## src/rtl/txn_line_buf.sv

```systemverilog
module txn_line_buf #(
  parameter int ENTRIES = 8,
  parameter int TAG_W   = 32,
  parameter int DATA_W  = 64
) (
  input  logic                      clk,
  input  logic                      rst_n,
  input  logic                      cmd_begin,
  input  logic                      cmd_commit,
  input  logic                      cmd_abort,
  input  logic                      acc_valid,
  input  logic                      acc_write,
  input  logic [TAG_W-1:0]          acc_tag,
  input  logic [DATA_W-1:0]         acc_wdata,
  input  logic [DATA_W-1:0]         acc_cur,
  output logic [DATA_W-1:0]         rd_data,
  input  logic                      snp_valid,
  input  logic                      snp_excl,
  input  logic [TAG_W-1:0]          snp_tag,
  output logic                      snp_hit,
  output logic [DATA_W-1:0]         snp_data,
  output logic                      busy,
  output logic                      abort_req,
  output logic                      ovf_flag,
  output logic [ENTRIES-1:0]        wb_valid,
  output logic [ENTRIES*TAG_W-1:0]  wb_tag,
  output logic [ENTRIES*DATA_W-1:0] wb_data
);
  localparam int IDX_W = (ENTRIES > 1) ? $clog2(ENTRIES) : 1;

  logic [TAG_W-1:0]  tag_q [ENTRIES];
  logic [DATA_W-1:0] old_q [ENTRIES];
  logic [DATA_W-1:0] new_q [ENTRIES];
  logic [ENTRIES-1:0] valid_q, wr_q;
  logic in_tx, abrt_q, ovf_q;

  logic hit_any, free_any, snp_any;
  logic [IDX_W-1:0] hit_idx, free_idx, snp_idx;

  always_comb begin
    hit_any = 1'b0; hit_idx = '0;
    snp_any = 1'b0; snp_idx = '0;
    free_any = 1'b0; free_idx = '0;
    for (int i = 0; i < ENTRIES; i++) begin
      if (valid_q[i] && tag_q[i] == acc_tag && !hit_any) begin
        hit_any = 1'b1; hit_idx = IDX_W'(i);
      end
      if (valid_q[i] && tag_q[i] == snp_tag && !snp_any) begin
        snp_any = 1'b1; snp_idx = IDX_W'(i);
      end
    end
    for (int i = ENTRIES - 1; i >= 0; i--) begin
      if (!valid_q[i]) begin
        free_any = 1'b1; free_idx = IDX_W'(i);
      end
    end
  end

  wire acc_go    = acc_valid && in_tx;
  wire ovf_hit   = acc_go && !hit_any && !free_any;
  wire snp_go    = snp_valid && in_tx && snp_any;
  wire conflict  = snp_go && (wr_q[snp_idx] || snp_excl);
  wire kill      = in_tx && (cmd_abort || conflict || ovf_hit);
  wire do_commit = in_tx && cmd_commit && !kill;
  wire do_begin  = cmd_begin && !in_tx;

  assign rd_data   = (in_tx && hit_any) ? new_q[hit_idx] : acc_cur;
  assign snp_hit   = snp_go;
  assign snp_data  = old_q[snp_idx];
  assign busy      = in_tx;
  assign abort_req = abrt_q;
  assign ovf_flag  = ovf_q;

  always_ff @(posedge clk) begin
    if (!rst_n) begin
      valid_q  <= '0;
      wr_q     <= '0;
      in_tx    <= 1'b0;
      abrt_q   <= 1'b0;
      ovf_q    <= 1'b0;
      wb_valid <= '0;
    end else begin
      wb_valid <= '0;
      if (kill) begin
        valid_q <= '0;
        in_tx   <= 1'b0;
        abrt_q  <= 1'b1;
        if (ovf_hit) ovf_q <= 1'b1;
      end else if (do_commit) begin
        valid_q  <= '0;
        in_tx    <= 1'b0;
        wb_valid <= valid_q & wr_q;
      end else if (do_begin) begin
        in_tx  <= 1'b1;
        abrt_q <= 1'b0;
        ovf_q  <= 1'b0;
      end else if (acc_go) begin
        if (hit_any) begin
          if (acc_write) wr_q[hit_idx] <= 1'b1;
        end else begin
          valid_q[free_idx] <= 1'b1;
          wr_q[free_idx]    <= acc_write;
        end
      end
    end
  end

  wire acc_store = acc_go && !kill && !do_commit && !do_begin;

  always_ff @(posedge clk) begin
    if (acc_store) begin
      if (hit_any) begin
        if (acc_write) new_q[hit_idx] <= acc_wdata;
      end else begin
        tag_q[free_idx] <= acc_tag;
        old_q[free_idx] <= acc_cur;
        new_q[free_idx] <= acc_write ? acc_wdata : acc_cur;
      end
    end
    if (do_commit) begin
      for (int i = 0; i < ENTRIES; i++) begin
        wb_tag[i*TAG_W +: TAG_W]    <= tag_q[i];
        wb_data[i*DATA_W +: DATA_W] <= new_q[i];
      end
    end
  end


  wb_after_commit_chk: assert property (@(posedge clk) disable iff (!rst_n)
    (|wb_valid) |-> $past(busy && cmd_commit));


  end_clears_chk: assert property (@(posedge clk) disable iff (!rst_n)
    (busy && (cmd_commit || cmd_abort)) |=> (!busy && valid_q == '0));


  abort_sticky_chk: assert property (@(posedge clk) disable iff (!rst_n)
    (abort_req && !cmd_begin) |=> abort_req);


  ovf_abort_chk: assert property (@(posedge clk) disable iff (!rst_n)
    ovf_flag |-> abort_req);


  excl_snoop_chk: assert property (@(posedge clk) disable iff (!rst_n)
    (snp_hit && snp_excl) |=> (abort_req && !busy));


  idle_empty_chk: assert property (@(posedge clk) disable iff (!rst_n)
    (!busy && !cmd_begin) |=> (valid_q == '0 && !busy));
endmodule

```

## config.mk

```make
export PLATFORM = sky130hd
export DESIGN_NAME = txn_line_buf
export DESIGN_NICKNAME = d
export VERILOG_FILES = /design/src/rtl/txn_line_buf.sv
export SDC_FILE = /design/constraint.sdc
export NUM_CORES = 2
export LEC_CHECK = 0
export ABC_AREA = 1
export BUFFER_PORTS_ARGS = -buffer_cell sky130_fd_sc_hd__buf_2
export CAP_MARGIN = 20
export CORE_AREA = 2 2 438 440
export CTS_CLUSTER_SIZE = 12
export DETAILED_ROUTE_END_ITERATION = 8
export DIE_AREA = 0 0 440 442
export PLACE_DENSITY_LB_ADDON = 0.3
export SETUP_SLACK_MARGIN = 0.05
export SLEW_MARGIN = 0
export SYNTH_ARGS = -nofsm -noshare
export SYNTH_HDL_FRONTEND = slang
export SYNTH_SLANG_ARGS = --single-unit
```

## constraint.sdc

```tcl
create_clock -name clk -period 140.3 [get_ports clk]
set_input_delay 28.06 -clock clk [delete_from_list [all_inputs] [get_ports clk]]
set_output_delay 28.06 -clock clk [all_outputs]
set_load 0.02 [all_outputs]
```

---- After elaboration in Yosys (flattened, before gate mapping) ----
Memory sizes are Yosys's and may differ from the RTL's. A register that Yosys moved wholly into a read port is not among the register bits.
Cells that the tools add are included.
storage, ports and cells
  output and inout bits ................... 908
  bits in latches ......................... 0
  register bits ........................... 283
  input bits .............................. 201
  logic and storage cells ................. 191
  memory bits (read-only) ................. 0
  memory bits (writable) .................. 1,280
  memories ................................ 3
memory list
  name   depth  width  rd ports  clocked after memory_dff  write ports  line  text
  new_q  8      64     9         8                         1            33    logic [DATA_W-1:0] new_q [ENTRIES];
  old_q  8      64     1         0                         1            32    logic [DATA_W-1:0] old_q [ENTRIES];
  tag_q  8      32     8         0                         1            31    logic [TAG_W-1:0] tag_q [ENTRIES];
operators by class
  $mul .................................... 0
  add/subtract/negate cells ............... 0
  reduce and logical (&&, ||, !) cells .... 77
  divide/modulo/power cells ............... 0
  equality and inequality tests ........... 19
  $lt $le $gt $ge ......................... 5
  shift-type cells ........................ 0
  bitwise gates (word level) .............. 8
  mux-type cells .......................... 72
operator list
  operator              number
  $eq A32 B32 Y1        16
  $mux W64              3
  $reduce_or A64 Y1     1
  $mux W3               21
  $logic_and A1 B1 Y1   46
  $mux W1               42
  $logic_not A1 Y1      20
  $mux W8               2
  $or A8 B8 Y8          2
  $lt A3 B4 Y1 const B  3
  $and A8 B8 Y8         1
  $bwmux W8             1
  $demux W1 S3          2
  $ge A3 B1 Y1 const B  2
  $ne A2 B2 Y1 const B  3
  $reduce_and A3 Y1     2
  $reduce_or A3 Y1      2
  $not A1 Y1            5
  $reduce_and A5 Y1     1
  $bmux W1 S3           1
  $logic_or A1 B1 Y1    3
  $reduce_and A2 Y1     1
  $reduce_bool A2 Y1    1

---- Logic depth before layout (Yosys ltp) ----
An unclocked memory read counts as a cell.
  depth after elaboration ................. 41
  depth in mapped cells ................... 28
  depth with buffers taken out ............ 26

---- Worst setup path before layout ----
No wires, ideal clock.
  path kind ............................... in2reg
  from .................................... input snp_tag[24]
  to ...................................... register wb_valid[0]
  path buffers ............................ 1
  path slack .............................. 72.095 ns
  cell stages on the path ................. 25
  data arrival time ....................... 68.006 ns
  cells stage by stage .................... buf_2 > inv_2 > nand2_1 > nand2_1 > nor2_1 > nand2_1 > nor2_1 > nand3_1 > nor2_2 > nor2_2 > nand3_2 > nor2_1 > nor2_4 > nand2_4 > nand2_1 > nand3_1 > nand3_1 > nand3_1 > nand2_1 > nand2_1 > nand2_2 > nand2_1 > nor2_1 > nand2_1 > nor3_1
on the way
  longest elaborated chain between the ends .. 35
  elaborated cells on any way between the ends .. 57
  those cells by class .................... eq/ne (8); mux (17); bitwise (1); reduce/logical (31)
RTL lines
  item                                  line  text
  start: declaration                    19    input logic [TAG_W-1:0] snp_tag,
  $eq A32 B32 Y1                        48    if (valid_q[i] && tag_q[i] == snp_tag && !snp_any) begin
  $logic_and A1 B1 Y1                   48
  $mux W1                               48
  $logic_not A1 Y1                      48
  $logic_and A1 B1 Y1                   48
  $mux W1                               48
  $logic_not A1 Y1                      48
  $logic_and A1 B1 Y1                   48
  [19 not listed]                       --
  $logic_and A1 B1 Y1 (*)               62    wire conflict = snp_go && (wr_q[snp_idx] || snp_excl);
  $logic_or A1 B1 Y1 (*) (2 in series)  63    wire kill = in_tx && (cmd_abort || conflict || ovf_hit);
  $logic_and A1 B1 Y1 (*)               63
  $logic_not A1 Y1 (*)                  64    wire do_commit = in_tx && cmd_commit && !kill;
  $logic_and A1 B1 Y1 (*)               64
  net do_commit                         64
  $not A1 Y1 (no line) (*)              --
  $reduce_or A3 Y1 (no line) (*)        --
  end signal: assignment                92    wb_valid <= valid_q & wr_q;
  end: declaration                      25    output logic [ENTRIES-1:0] wb_valid,
The timed path passes the listed nets; every way through them passes the cells marked *. The select of a mux whose other input is x is not followed.
A chain may end at the register's enable or synchronous reset.

---- Worst setup path in the final report ----
  from .................................... input snp_tag[17]
  to ...................................... output snp_data[46]
on the way
  longest elaborated chain between the ends .. 25
  elaborated cells on any way between the ends .. 45
  those cells by class .................... eq/ne (8); mux (14); reduce/logical (22); memory (1)
RTL lines
  item                 line  text
  $eq A32 B32 Y1       48
  $logic_and A1 B1 Y1  48
  $mux W1              48
  $logic_not A1 Y1     48
  $logic_and A1 B1 Y1  48
  $mux W1              48
  $logic_not A1 Y1     48
  $logic_and A1 B1 Y1  48
  [9 not listed]       --
  $mux W1              48
  $logic_not A1 Y1     48
  $logic_and A1 B1 Y1  48
  $mux W1              48
  $logic_not A1 Y1     48
  $logic_and A1 B1 Y1  48
  $mux W3 (*)          48
  $mem_v2 Z8 W64 (*)   --
  end: declaration     21    output logic [DATA_W-1:0] snp_data,
Every way passes the cells marked *; elsewhere a longest branch is shown, timed or not.

==> results.cfg <==
[outcome]
status = completed

[pwr]
power.leakage_nw = 35.47
intPower_mw = 0.9876
swShare_pct = 23.61
peakVddDrop_uv = 11.15
p_sw_mw = 0.3053
comb_power_share_pct = 6.1
p_seq_share_pct = 53.8
p_per_area_nw_per_um2 = 13.34
clkPwrFrac_pct = 40.1
power_mw = 1.293

[worst_setup_path]
startpoint_type = input pin
crit_family = buffers and inverters
reg2regPathDepth = 27
crit_path_end = snp_data[46]
slowest_delay_ps = 840
r2r-start = tag_q[1][13]
worstSetupPathDepth = 21
path_max_fanout = 90
crit_path_end_kind = primary output
cp.required_ps = 112240
arrival_ps = 34600
reg2reg_slack_ps = 130430
path_common_cell = nor2_1
path_cells = buf_2 -> inv_2 -> nand2_1 -> o21ai_1 -> nor2_1 -> nand2_1 -> nor2_1 -> nand3_1 -> nor2_1 -> nor2_2 -> nand3_2 -> nor2_1 -> nor2_4 -> nand2_8 -> inv_6 -> buf_4 -> buf_4 -> o21ai_0 -> o221a_2 -> a31oi_1 -> buf_2
rr_endpoint = wb_data[358]
worstSetupPathType = input pin to primary output
critPathSlowestCell = buf_4
path_buf_inv = 6
startpoint = snp_tag[17]

[place]
dp_hpwl_um = 315400
dp_cells = 9795
placed_cell_area_um2 = 90680
place_ws_ps = 77810
place.gp.congestion = 1.082
io_buffer_count = 1108

[final_layout]
synthToLayoutAreaGrowth_pct = 18.00
utilization_pct = 51.13
layout_common_cells = edfxtp_1, nand2_1, buf_2, nor2_1, inv_1
final_common_cell = edfxtp_1
multi_input_area_um2 = 17490
num-nets-final = 7698
fill_cells = 16519
final_cells = 10164
layout-drive-gt1-share_pct = 21.89
seqCellArea_um2 = 62040
fin_area_um2 = 96930

[floorplan]
placement_rows = 160
initial_core_util_pct = 43.33
die_w_um = 440
ios = 1109
die_area_um2 = 194500
core_area_um2 = 189600
die_y_um = 442

[clock_tree]
cts_max_level = 4
clk_latency_ps = 910
clockBufferDepth = 3
cts.sinks = 2075
ctsRootBufferMaster = clkbuf_16
cts.clk_slew.worst_paths_ps = 60
cts_hold_buffers = 0
postCtsSetupBuffers = 0
cts_tree = built
cts.repair.resized = 0
numCtsBuffers = 209

[timing]
tightest_slew_ps = 1248
fin_skew_ps = 59.44
fin_crit_ps = 62660
setup_viol = 0
rsz0062_at_grt = no
fin_ws_ps = 77640
relSlewSlack_pct = 16.21
timing.setup.tns_ps = 0
hold_viol = 0
report.final.slew_viol_count = 0
worst_hold_slack_ps = 439.3
period_share_pct = 44.66
fmax_mhz = 15.96

[drt]
detail-route-antenna-nets = 0
wl_per_cell_um = 41.47
vias = 61957
vias_per_cell = 6.096
drc = 0
drt-total-wl_um = 421500
drt_iter0_drc = 8721
drtPass1Iterations = 8

[yosys]
async_flop_share_pct = 0
syn_inst = 6321
ys_seq_elements = 2075
synth-edff-count = 2048
synthTopCellsByArea = edfxtp_1, nand2_1, nor2_1
syn_area_per_cell_um2 = 13.00
synth_top_area_share_pct = 74.87
yosys_most_used_dff = edfxtp_1
yosys.area.top_type = edfxtp_1
yosysSeqAreaShare_pct = 75.52
syn_area_um2 = 82150
synth_cell_types = 63
synth_fp_nets = 6522
yosys_warnings = 0

[global_routing]
grt_pass1_wl_um = 545700
grt_pass1_vias = 58683
grt_usage_pct = 42.55
grt_overflow_total = 0
antenna_found_initial = 75
grt_max_degree = 183

[job]
cap_violations = 0

[hold_path]
min_path_type = flop to flop
-- power by group through the flow --
stage | clock network (mW) | registers [mW] | logic [mW]
2_1_floorplan | 0 | 0.731 | 0.0243
3_3_place_gp | 0 | 0.708 | 0.0768
3_5_place_dp | 0 | 0.708 | 0.0767
4_1_cts | 0.520 | 0.695 | 0.0769
5_1_grt | 0.544 | 0.695 | 0.0804
6_report | 0.518 | 0.695 | 0.0792
-- worst min-delay path by stage --
stage / endpoint / start / depth (start not counted) / slack (ps)
final: wb_data[394] / new_q[6][10] / 0 / 440
after global routing: wb_data[169] / new_q[2][41] / 0 / 440
after CTS: wb_data[169] / new_q[2][41] / 0 / 440
after detailed placement: wb_data[250] / new_q[3][58] / 0 / 430
after global placement: wb_data[293] / new_q[4][37] / 0 / 430
after floorplan: wb_data[388] / new_q[6][4] / 0 / 430
-- layout make-up --
cell class | instances | area share [%]
flip-flops and latches | 2075 | 64.00
multi-input cells | 3567 | 18.05
repair buffers | 1221 | 6.665
clock buffers | 260 | 5.699
well taps | 2511 | 3.241
inverters | 423 | 1.655
clock inverters | 68 | 0.5873
diodes | 39 | 0.1007
-- worst register-to-register path: stages, from the launching register on --
cell	delay, ps
edfxtp_1	840
inv_1	340
nand2_1	440
nand2_1	110
nor2_1	120
nand2_1	110
nor2_1	300
nand3_1	150
nor2_2	160
nor2_2	80
nand2_2	120
a41oi_4	40
buf_4	240
inv_2	550
buf_4	730
nand3_1	190
nand3_1	130
nand3_1	90
nand2_1	70
nand2_1	100
nand2_2	120
nand2_1	130
nor2_4	110
buf_4	460
buf_12	820
buf_4	1030
buf_4	910
buf_4	910
-- cells in the mapped netlist (all sizes together) (80+ instances only) --
| master | count |
|---|---|
| a21oi | 104 |
| buf | 130 |
| clkbuf | 126 |
| edfxtp | 2048 |
| inv | 420 |
| nand2 | 1212 |
| nand3 | 279 |
| nand4 | 145 |
| nor2 | 834 |
| nor3 | 80 |
| o21ai | 356 |
| xnor2 | 96 |
-- layer usage --
metal	vias up	share of wire [%]	GRT usage [%]
met5	-	0.027	0
met4	20	8.1	28.07
met3	1002	11	12.51
met2	4343	45	65.76
met1	31655	36	51.84
li1	24937	-	-
-- sequential cells by signal, indices dropped and copies added (netlist names) --
signal and count:
abort_req 1, busy 1, new_q 512, old_q 512, ovf_flag 1, tag_q 256
valid_q 8, wb_data 512, wb_tag 256, wb_valid 8, wr_q 8
-- logic make-up after synthesis --
logic type	synth area share (%)
flip-flops	75.52
buffers and inverters	3.438
XOR/XNOR	1.630
AO/OA/AOI/OAI	5.340
AND/OR/NAND/NOR	14.07
Power figures use the tool's default switching activity.
